File: config.mk
export PLATFORM = sky130hd
export DESIGN_NAME = asrc_controller
export DESIGN_NICKNAME = d
export VERILOG_FILES = /design/src/rtl/asrc_pkg.sv /design/src/rtl/asrc_qualify.sv /design/src/rtl/asrc_surge_map.sv /design/src/rtl/asrc_surge_counter.sv /design/src/rtl/asrc_fsm.sv /design/src/rtl/asrc_controller.sv
export SDC_FILE = /design/constraint.sdc
export NUM_CORES = 1
export LEC_CHECK = 0
export CORE_MARGIN = 8
export CORE_UTILIZATION = 51
export DETAILED_ROUTE_END_ITERATION = 6
export PLACE_DENSITY = 0.68
export SYNTH_ARGS = -nofsm -noshare
export SYNTH_HDL_FRONTEND = slang
export SYNTH_SLANG_ARGS = --single-unit
File: constraint.sdc
create_clock -name clk -period 4.95 [get_ports clk]
set_clock_uncertainty 0.15 [all_clocks]
set_input_delay 0.495 -clock clk [delete_from_list [all_inputs] [get_ports clk]]
set_output_delay 0.495 -clock clk [all_outputs]
set_load 0.02 [all_outputs]
File: src/rtl/asrc_pkg.sv
package asrc_pkg;

    typedef enum logic [2:0] {
        ST_WAIT   = 3'd0,
        ST_REDUCE = 3'd1,
        ST_FLOOR  = 3'd2,
        ST_OPEN   = 3'd3,
        ST_RAISE  = 3'd4,
        ST_MANUAL = 3'd5
    } asrc_state_e;

endpackage

File: src/rtl/asrc_qualify.sv
module asrc_qualify #(
    parameter int TERR_W      = 8,
    parameter int VANE_W      = 7,
    parameter int WIN_HI      = 3,
    parameter int WIN_LO      = -6,
    parameter int VANE_FULL   = 100,
    parameter int VANE_RESUME = 95
) (
    input  logic signed [TERR_W-1:0] temp_err,
    input  logic                     stable,
    input  logic        [VANE_W-1:0] vane_pct,
    output logic                     reduce_ok,
    output logic                     vane_full,
    output logic                     vane_back,
    output logic                     load_rise
);
    localparam logic signed [TERR_W-1:0] HI_V = TERR_W'(WIN_HI);
    localparam logic signed [TERR_W-1:0] LO_V = TERR_W'(WIN_LO);
    localparam logic [VANE_W-1:0] FULL_V   = VANE_W'(VANE_FULL);
    localparam logic [VANE_W-1:0] RESUME_V = VANE_W'(VANE_RESUME);

    logic in_window;

    always_comb begin
        in_window = (temp_err <= HI_V) && (temp_err >= LO_V);
        reduce_ok = in_window && stable;
        vane_full = (vane_pct >= FULL_V);
        vane_back = (vane_pct <= RESUME_V);
        load_rise = (temp_err > HI_V);
    end
endmodule

File: src/rtl/asrc_surge_map.sv
module asrc_surge_map #(
    parameter int HEAD_W = 2,
    parameter int FLOW_W = 2,
    parameter int SPD_W  = 12
) (
    input  logic                     clk,
    input  logic                     rst_n,
    input  logic                     wr_en,
    input  logic [HEAD_W+FLOW_W-1:0] idx,
    input  logic [SPD_W-1:0]         wr_speed,
    output logic [SPD_W-1:0]         rd_floor
);
    localparam int IDX_W   = HEAD_W + FLOW_W;
    localparam int ENTRIES = 1 << IDX_W;

    logic [SPD_W-1:0] floor_q [ENTRIES];

    for (genvar g = 0; g < ENTRIES; g++) begin : g_entry
        always_ff @(posedge clk or negedge rst_n) begin
            if (!rst_n) begin
                floor_q[g] <= '0;
            end else if (wr_en && (idx == IDX_W'(g)) && (wr_speed > floor_q[g])) begin
                floor_q[g] <= wr_speed;
            end
        end
    end

    assign rd_floor = floor_q[idx];
endmodule

File: src/rtl/asrc_surge_counter.sv
module asrc_surge_counter #(
    parameter int CNT_W = 8
) (
    input  logic             clk,
    input  logic             rst_n,
    input  logic             hit,
    output logic [CNT_W-1:0] count
);
    localparam logic [CNT_W-1:0] CNT_MAX = '1;

    always_ff @(posedge clk or negedge rst_n) begin
        if (!rst_n) begin
            count <= '0;
        end else if (hit && (count != CNT_MAX)) begin
            count <= count + 1'b1;
        end
    end
endmodule

File: src/rtl/asrc_fsm.sv
module asrc_fsm
    import asrc_pkg::*;
#(
    parameter int SPD_W       = 12,
    parameter int FULL_SPEED  = 600,
    parameter int MIN_SPEED   = 300,
    parameter int SURGE_BOOST = 20
) (
    input  logic             clk,
    input  logic             rst_n,
    input  logic             tick,
    input  logic             surge_pulse,
    input  logic             manual_mode,
    input  logic             stable,
    input  logic             reduce_ok,
    input  logic             vane_full,
    input  logic             vane_back,
    input  logic             load_rise,
    input  logic [SPD_W-1:0] floor_rd,
    output logic [SPD_W-1:0] map_wdata,
    output logic [SPD_W-1:0] speed_cmd,
    output logic             unstable_led,
    output logic             surge_led
);
    localparam logic [SPD_W-1:0] FULL_V  = SPD_W'(FULL_SPEED);
    localparam logic [SPD_W-1:0] MIN_V   = SPD_W'(MIN_SPEED);
    localparam logic [SPD_W-1:0] BOOST_V = SPD_W'(SURGE_BOOST);
    localparam logic [SPD_W-1:0] KNEE_V  = SPD_W'(FULL_SPEED - SURGE_BOOST);

    asrc_state_e      state_q, state_d;
    logic [SPD_W-1:0] speed_q, speed_d;
    logic [SPD_W-1:0] boosted, limit;
    logic             above_limit, step_down;
    logic             surge_led_q, unstable_q;

    // state register
    always_ff @(posedge clk or negedge rst_n) begin
        if (!rst_n) begin
            state_q <= ST_WAIT;
        end else begin
            state_q <= state_d;
        end
    end

    // limits shared by transitions and outputs
    always_comb begin
        boosted     = (speed_q >= KNEE_V) ? FULL_V : (speed_q + BOOST_V);
        limit       = (floor_rd > MIN_V) ? floor_rd : MIN_V;
        above_limit = (speed_q > limit);
    end

    // next state
    always_comb begin
        state_d = state_q;
        if (manual_mode) begin
            state_d = ST_MANUAL;
        end else if (surge_pulse) begin
            state_d = ST_WAIT;
        end else begin
            unique case (state_q)
                ST_WAIT: begin
                    if (vane_full)      state_d = ST_OPEN;
                    else if (reduce_ok) state_d = ST_REDUCE;
                end
                ST_REDUCE: begin
                    if (vane_full)         state_d = ST_OPEN;
                    else if (!reduce_ok)   state_d = ST_WAIT;
                    else if (!above_limit) state_d = ST_FLOOR;
                end
                ST_FLOOR: begin
                    if (vane_full)        state_d = ST_OPEN;
                    else if (!reduce_ok)  state_d = ST_WAIT;
                    else if (above_limit) state_d = ST_REDUCE;
                end
                ST_OPEN: begin
                    if (load_rise)       state_d = ST_RAISE;
                    else if (!vane_full) state_d = ST_WAIT;
                end
                ST_RAISE: begin
                    if (vane_back) state_d = ST_WAIT;
                end
                ST_MANUAL: begin
                    state_d = ST_WAIT;
                end
                default: state_d = ST_WAIT;
            endcase
        end
    end

    // outputs and speed datapath
    always_comb begin
        speed_d   = speed_q;
        step_down = 1'b0;
        map_wdata = manual_mode ? speed_q : boosted;
        if (!manual_mode) begin
            if (surge_pulse) begin
                speed_d = boosted;
            end else begin
                unique case (state_q)
                    ST_REDUCE: begin
                        if (tick && reduce_ok && !vane_full && above_limit) begin
                            speed_d   = speed_q - 1'b1;
                            step_down = 1'b1;
                        end
                    end
                    ST_RAISE: begin
                        if (tick && !vane_back && (speed_q < FULL_V)) begin
                            speed_d = speed_q + 1'b1;
                        end
                    end
                    default: speed_d = speed_q;
                endcase
            end
        end
    end

    always_ff @(posedge clk or negedge rst_n) begin
        if (!rst_n) begin
            speed_q     <= FULL_V;
            surge_led_q <= 1'b0;
            unstable_q  <= 1'b0;
        end else begin
            speed_q    <= speed_d;
            unstable_q <= !stable;
            if (surge_pulse)    surge_led_q <= 1'b1;
            else if (step_down) surge_led_q <= 1'b0;
        end
    end

    assign speed_cmd    = speed_q;
    assign surge_led    = surge_led_q;
    assign unstable_led = unstable_q;
endmodule

File: src/rtl/asrc_controller.sv
module asrc_controller #(
    parameter int SPD_W       = 12,
    parameter int FULL_SPEED  = 600,
    parameter int MIN_SPEED   = 300,
    parameter int SURGE_BOOST = 20,
    parameter int HEAD_W      = 2,
    parameter int FLOW_W      = 2,
    parameter int TERR_W      = 8,
    parameter int WIN_HI      = 3,
    parameter int WIN_LO      = -6,
    parameter int VANE_W      = 7,
    parameter int VANE_FULL   = 100,
    parameter int VANE_RESUME = 95,
    parameter int CNT_W       = 8
) (
    input  logic                     clk,
    input  logic                     rst_n,
    input  logic                     tick,
    input  logic signed [TERR_W-1:0] temp_err,
    input  logic                     stable,
    input  logic        [VANE_W-1:0] vane_pct,
    input  logic                     surge_pulse,
    input  logic        [HEAD_W-1:0] head_idx,
    input  logic        [FLOW_W-1:0] flow_idx,
    input  logic                     manual_mode,
    output logic        [SPD_W-1:0]  speed_cmd,
    output logic                     unstable_led,
    output logic                     surge_led,
    output logic        [CNT_W-1:0]  surge_count
);
    localparam int IDX_W = HEAD_W + FLOW_W;

    logic             reduce_ok, vane_full, vane_back, load_rise;
    logic [SPD_W-1:0] floor_rd, map_wdata;
    logic [IDX_W-1:0] map_idx;

    assign map_idx = {head_idx, flow_idx};

    asrc_qualify #(
        .TERR_W(TERR_W), .VANE_W(VANE_W), .WIN_HI(WIN_HI), .WIN_LO(WIN_LO),
        .VANE_FULL(VANE_FULL), .VANE_RESUME(VANE_RESUME)
    ) u_qualify (
        .temp_err(temp_err), .stable(stable), .vane_pct(vane_pct),
        .reduce_ok(reduce_ok), .vane_full(vane_full),
        .vane_back(vane_back), .load_rise(load_rise)
    );

    asrc_surge_map #(.HEAD_W(HEAD_W), .FLOW_W(FLOW_W), .SPD_W(SPD_W)) u_map (
        .clk(clk), .rst_n(rst_n), .wr_en(surge_pulse), .idx(map_idx),
        .wr_speed(map_wdata), .rd_floor(floor_rd)
    );

    asrc_surge_counter #(.CNT_W(CNT_W)) u_count (
        .clk(clk), .rst_n(rst_n), .hit(surge_pulse), .count(surge_count)
    );

    asrc_fsm #(
        .SPD_W(SPD_W), .FULL_SPEED(FULL_SPEED), .MIN_SPEED(MIN_SPEED),
        .SURGE_BOOST(SURGE_BOOST)
    ) u_fsm (
        .clk(clk), .rst_n(rst_n), .tick(tick), .surge_pulse(surge_pulse),
        .manual_mode(manual_mode), .stable(stable), .reduce_ok(reduce_ok),
        .vane_full(vane_full), .vane_back(vane_back), .load_rise(load_rise),
        .floor_rd(floor_rd), .map_wdata(map_wdata), .speed_cmd(speed_cmd),
        .unstable_led(unstable_led), .surge_led(surge_led)
    );
endmodule

# Yosys cells after proc, flatten, opt, wreduce, memory -nomap -nowiden
# Index checks and enable logic that the tools add are counted.
[totals]
elab_cells = 159
out_inout_bits = 22
ff_bits = 217
[classes]
n_lt_le_gt_ge = 26
mux = 30
bitwise_logic = 2
n_reduce_logical = 49
addsub = 4
eq_ne = 27
[op_table]
columns = ["operator", "count"]
rows = [
  ["> comparator 12 bit", 17],
  ["two-way mux 12 bit", 8],
  ["binary-select mux 12 bit (select 4 bit)", 1],
  ["logical AND 1 bit", 40],
  ["two-way mux 3 bit", 13],
  ["== test 4 bit, second input constant", 8],
  ["one-hot mux 12 bit (2 select lines)", 1],
  ["== test 4 x 3 -> 1 bit, second input constant", 4],
  ["one-hot mux 3 bit (5 select lines)", 1],
  ["adder 12 x 1 -> 12 bit, second input constant", 1],
  ["adder 12 x 5 -> 12 bit, second input constant", 1],
  [">= comparator 12 x 10 -> 1 bit, second input constant", 1],
  ["> comparator 12 x 9 -> 1 bit, second input constant", 1],
  ["less-than comparator 12 x 10 -> 1 bit, second input constant", 1],
  ["!= test 6 bit, second input constant", 2],
  ["subtractor 12 x 1 -> 12 bit, second input constant", 1],
  ["adder 8 x 1 -> 8 bit, second input constant", 1],
  ["== test 4 x 2 -> 1 bit, second input constant", 2],
  [">= comparator 8 x 4 -> 1 bit, second input constant", 1],
  ["> comparator 8 x 3 -> 1 bit, second input constant", 1],
  ["less-or-equal comparator 8 x 3 -> 1 bit, second input constant", 1],
  ["!= test 8 bit, second input constant", 1],
  [">= comparator 7 bit, second input constant", 1],
  ["less-or-equal comparator 7 bit, second input constant", 1],
  ["other kinds (19)", 28],
]

# Longest topological paths before layout
[depth]
depth_word = 14
ltp_mapped = 20
depth_no_buf = 16

# Cells and area by module
# A second synthesis with hierarchy kept.
[unflattened]
cells_unflattened = 1486
area_unflattened_um2 = 16111.7
[modules_own_cells]
columns = ["module", "cells_per_inst", "instances", "area_each_um2"]
rows = [
  ["asrc_surge_map", 1169, 1, 13516.7],
  ["asrc_fsm", 273, 1, 2128.3],
  ["asrc_surge_counter", 34, 1, 407.9],
  ["asrc_qualify", 10, 1, 58.8],
]

# Worst setup path before layout
# Ideal clock, no wire load.
[synth_timing]
path_type = "reg2reg"
start = "register u_fsm.speed_q[3] (netlist: u_fsm.speed_cmd[3])"
end = "register u_map.floor_q[10] in the netlist's numbering"
slack_ns = 0.389
setup_time_ns = 0.125
required_ns = 4.675
t_arrival_ns = 4.287
path_stages_with_launch = 19
path_cell_list = "dfstp_2 -> inv_1 -> ha_1 -> or3b_1 -> nand3_1 -> a211o_1 -> a21boi_1 -> buf_4 -> nand2b_1 -> o22ai_1 -> buf_4 -> ha_1 -> a21o_1 -> a21o_1 -> a21oi_1 -> o221ai_1 -> o2111ai_1 -> clkbuf_1 -> mux2_2"
[synth_via]
elab_chain_len = 5
word_cells_on_any_way = 6
[synth_rtl]
columns = ["item", "line_no", "text"]
rows = [
  ["start: declaration", "asrc_fsm.sv:31", "logic [SPD_W-1:0] speed_q, speed_d;"],
  ["start signal: assignment", "asrc_fsm.sv:123", "speed_q <= speed_d;"],
  ["adder 12 x 5 -> 12 bit or >= comparator 12 x 10 -> 1 bit (tied branches)", "asrc_fsm.sv:47", "boosted = (speed_q >= KNEE_V) ? FULL_V : (speed_q + BOOST_V);"],
  ["two-way mux 12 bit (*)", "asrc_fsm.sv:47", ""],
  ["two-way mux 12 bit (*)", "asrc_fsm.sv:94", "map_wdata = manual_mode ? speed_q : boosted;"],
  ["named net map_wdata[5]", "asrc_controller.sv:34", "logic [SPD_W-1:0] floor_rd, map_wdata;"],
  ["> comparator 12 bit (*)", "asrc_surge_map.sv:22", "end else if (wr_en && (idx == IDX_W'(g)) && (wr_speed > floor_q[g])) begin"],
  ["logical AND 1 bit (*)", "asrc_surge_map.sv:22", ""],
  ["end signal: indexed assignment", "asrc_surge_map.sv:23", "floor_q[g] <= wr_speed;"],
  ["end: declaration", "asrc_surge_map.sv:16", "logic [SPD_W-1:0] floor_q [ENTRIES];"],
]
# The timed path passes the listed nets; every way through them passes the cells marked *.
# A chain may end at the register's enable or synchronous reset.

# Worst setup path after layout
[layout_timing]
start = "register u_fsm.speed_q[3] (netlist: u_fsm.speed_cmd[3])"
end = "register u_map.floor_q[35] in the netlist's numbering"
[layout_via]
elab_chain_len = 5
word_cells_on_any_way = 6
[layout_rtl]
columns = ["item", "line_no"]
rows = [
  ["adder 12 x 5 -> 12 bit or >= comparator 12 x 10 -> 1 bit (tied branches)", "asrc_fsm.sv:47"],
  ["two-way mux 12 bit", "asrc_fsm.sv:47"],
  ["two-way mux 12 bit (*)", "asrc_fsm.sv:94"],
  ["> comparator 12 bit", "asrc_surge_map.sv:22"],
  ["logical AND 1 bit", "asrc_surge_map.sv:22"],
]
# Every way passes the cells marked *; elsewhere a longest branch is shown, timed or not.

==> flow_metrics.env <==
export IMPL_status="finished, final reports clean"
export IMPL_fillers=2533
export IMPL_path_depth=17
export IMPL_finalCriticalPeriod_ns=4.71
export IMPL_path_cells="inv_1 -> ha_1 -> or3b_1 -> nand3_1 -> a211o_1 -> a21boi_1 -> nand2b_1 -> o22ai_2 -> buf_12 -> ha_1 -> a21o_1 -> a21o_1 -> a21oi_1 -> o221ai_1 -> o2111ai_1 -> buf_4 -> mux2_2"
export IMPL_grt_pass1_wl_um=65800
export IMPL_fin_crit_sh_pct=95.2
export IMPL_power_mw=11.7
export IMPL_crit_end="u_map.floor_q[35]$_DFFE_PN0P_"
export IMPL_setup_violations=0
export IMPL_fp_dieH_um=192
export IMPL_worst_path_buf_inv=3
export IMPL_r2r_start="u_fsm.speed_cmd[3]$_DFFE_PN1P_"
export IMPL_power_net_switching_mw=4.88
export IMPL_placementRows=64
export IMPL_cts_tree="built"
export IMPL_vias=12100
export IMPL_syn_area_um2=15800
export IMPL_worstSetupStartpoint="u_fsm.speed_cmd[3]$_DFFE_PN1P_"
export IMPL_synth_nets=1730
export IMPL_reg2reg_slack_ns=0.24
export IMPL_htreeDepth=1
export IMPL_maxSlewHeadroom_pct=27.3
export IMPL_clock_path_buffers=3
export IMPL_die_area_um2=36900
export IMPL_antenna_found_initial=1
export IMPL_cts_made_buffers=27
export IMPL_drc=0
export IMPL_core_um2=30600
export IMPL_hold_viol=0
export IMPL_intPower_mw=6.83
export IMPL_synth_edf_count=0
export IMPL_critPathMaxStageDelay_ns=0.65
export IMPL_p_per_area_nw_per_um2=647
export IMPL_p_seq_share_pct=26.3
export IMPL_r2r_end="u_map.floor_q[35]$_DFFE_PN0P_"
export IMPL_synth_distinct_cells=62
export IMPL_wirelength_um=40900
export IMPL_avgSynthCellArea_um2=10.6
export IMPL_path_clk_slew_ns=0.06
export IMPL_grt_overflow=0
export IMPL_power_switching_share_pct=41.7
export IMPL_ys_seq_elements=217
export IMPL_drtIter0Drc=692
export IMPL_root_buffer="clkbuf_16"
export IMPL_drt_pass1_iterations=5
export IMPL_power_leakage_nw=8.64
export IMPL_placed_area_um2=17200
export IMPL_post_cts_buffers=0
export IMPL_final_util_pct=59.2
export IMPL_rr_worst_depth=17
export IMPL_antennaDiodeCount=0
export IMPL_io_buffers=43
export IMPL_clock_latency_ns=0.54
export IMPL_crit_required_ns=5.23
export IMPL_p_comb_share_pct=56.4
export IMPL_die_w_um=192
export IMPL_fin_cells=1987
export IMPL_max_vdd_ir_drop_uv=295
export IMPL_yosysSeqAreaShare_pct=34.4
export IMPL_syn_instance_count=1486
export IMPL_critPathCaptureType="flop"
export IMPL_cts_sinks=217
export IMPL_grt_usage_pct=22.4
export IMPL_cp_max_fo=26
export IMPL_synthArstFlopShare_pct=100
export IMPL_design_area_um2=18100
export IMPL_yosysWarnings=0
export IMPL_drv_cap=0
export IMPL_place_hpwl_um=30200
export IMPL_post_place_ws_ns=0.0995
export IMPL_holdWs_ns=0.321
export IMPL_start_kind="flop"
export IMPL_start_util_pct=51.7
export IMPL_rsz0062_at_grt="no"
export IMPL_post_place_cells=1940
export IMPL_critPathArrivalTime_ns=4.99
export IMPL_power_frac_clock_pct=17.3
export IMPL_synth_ff_type="dfrtp_1"
export IMPL_io_pins=47
export IMPL_crit_family="compound AO/OA/AOI/OAI gates"
export IMPL_via_per_inst=6.08
export IMPL_fin_nets=1818
export IMPL_mostFrequentLayoutCell="ha_1"
export IMPL_cpMaxStageDelayCell="dfstp_2"
export IMPL_gp_congestion=0.928
export IMPL_fmax_ghz=0.212
export IMPL_tightest_slew_ns=1.09
export IMPL_setup_ws_ns=0.238
export IMPL_grt_max_degree=130
export IMPL_antenna_left=0
export IMPL_drv_slew=0
export IMPL_areaGrowthSynthToFinish_pct=14.5
export IMPL_worstSetupPathType="reg -> reg"
export IMPL_grt_pass1_vias=12400
export IMPL_wl_per_cell_um=20.6
export IMPL_hold_class="in -> reg"
export IMPL_drive_above_1_share_pct=24.4
export IMPL_fin_tns_setup_ns=0
export IMPL_final_cell_mix="218 x ha_1, 213 x dfrtp_1, 209 x inv_1"
## logic make-up (layout without fill, tap and decap cells)
family,after synthesis,count (layout),share of synthesized area (%)
AOI/OAI and AO/OA,294,294,12.3
xor gates and xnor gates,14,14,0.776
adders and majority gates,219,219,17.4
buffers and inverters,271,376,6.74
DFF,217,217,34.4
muxes,235,235,20.6
and+or+nand+nor,236,236,7.81
## registers in the layout, indices dropped and copies added, names as in the netlist
register	cells
u_fsm.surge_led	1
u_map.floor_q	192
u_count.count	8
u_fsm.unstable_led	1
u_fsm.speed_cmd	12
u_fsm.state_q	3
## cell usage after synthesis, types with 4 or more instances
cell type / instances / area (µm²)
ha_1: 218 / 2730
dfrtp_1: 213 / 5330
inv_1: 209 / 785
mux2_2: 178 / 2000
a21oi_1: 97 / 485
a21o_1: 69 / 518
mux4_2: 54 / 1220
nand4_1: 54 / 338
nor2_1: 45 / 169
nand2_1: 33 / 124
buf_2: 29 / 145
clkbuf_1: 28 / 105
nand3_1: 24 / 120
nor3_1: 24 / 120
o22ai_1: 21 / 131
or2_2: 21 / 131
o21ai_0: 17 / 85.1
o2111ai_1: 16 / 140
o221ai_1: 16 / 140
a22oi_1: 13 / 97.6
a31oi_1: 9 / 56.3
nor2b_1: 9 / 56.3
xnor2_1: 7 / 61.3
xor2_1: 7 / 61.3
and2_1: 6 / 37.5
nand2b_1: 6 / 37.5
dfstp_2: 4 / 105
o211ai_1: 4 / 30.0
o21bai_1: 4 / 30.0
## final cells by class
class	count	area (µm²)	share of cell area [%]
inverter	210	788	4.36
clock buffer	36	769	4.25
multi-input combinational	998	9340	51.6
sequential	217	5440	30.0
timing repair buffer	120	1130	6.27
tap	396	495	2.74
clock inverter	10	133	0.733
## worst min-delay path by stage
| stage | cells past startpoint | endpoint | start |
|---|---|---|---|
| 3_5_place_dp | 1 | u_fsm.surge_led$_DFFE_PN0P_ | u_fsm.surge_led$_DFFE_PN0P_ |
| 4_1_cts | 2 | u_fsm.unstable_led$_DFF_PN0_ | stable |
| 3_3_place_gp | 1 | u_fsm.surge_led$_DFFE_PN0P_ | u_fsm.surge_led$_DFFE_PN0P_ |
| 6_report | 2 | u_fsm.unstable_led$_DFF_PN0_ | stable |
| 5_1_grt | 2 | u_fsm.unstable_led$_DFF_PN0_ | stable |
| 2_1_floorplan | 0 | u_count.count[0]$_DFFE_PN0P_ | rst_n |
## metal layers
layer | vias up | GRT usage (%) | wire, µm
met2 | 302 | 37.0 | 19100
met4 | 2 | 7.61 | 1410
li1 | 5637 | - | -
met5 | - | 0 | 13
met3 | 85 | 3.09 | 2110
met1 | 6062 | 29.9 | 18200
## worst register-to-register path, stage by stage, from the launching register on
cell       delay (ns)
dfstp_2          0.65
inv_1            0.14
ha_1             0.19
or3b_1           0.16
nand3_1          0.11
a211o_1          0.30
a21boi_1         0.24
nand2b_1         0.26
o22ai_2          0.27
buf_12           0.23
ha_1             0.30
a21o_1           0.20
a21o_1           0.18
a21oi_1          0.21
o221ai_1         0.14
o2111ai_1        0.28
buf_4            0.26
mux2_2           0.34
## power groups by stage
stage | Combinational (mW) | Sequential, mW | Clock [mW]
after global placement | 6.25 | 3.05 | 0
after global routing | 7.41 | 3.16 | 2.13
after detailed placement | 6.56 | 3.09 | 0
after CTS | 6.60 | 3.06 | 2.06
after floorplan | 4.67 | 2.92 | 0
final | 6.60 | 3.08 | 2.03
## repair_timing
item,CTS,global route
endpoints found under the hold margin,21,0
hold buffers,1,0
resized for setup,0,1
setup endpoints to repair,0,80
No activity file was read; power rests on OpenSTA's default activity.
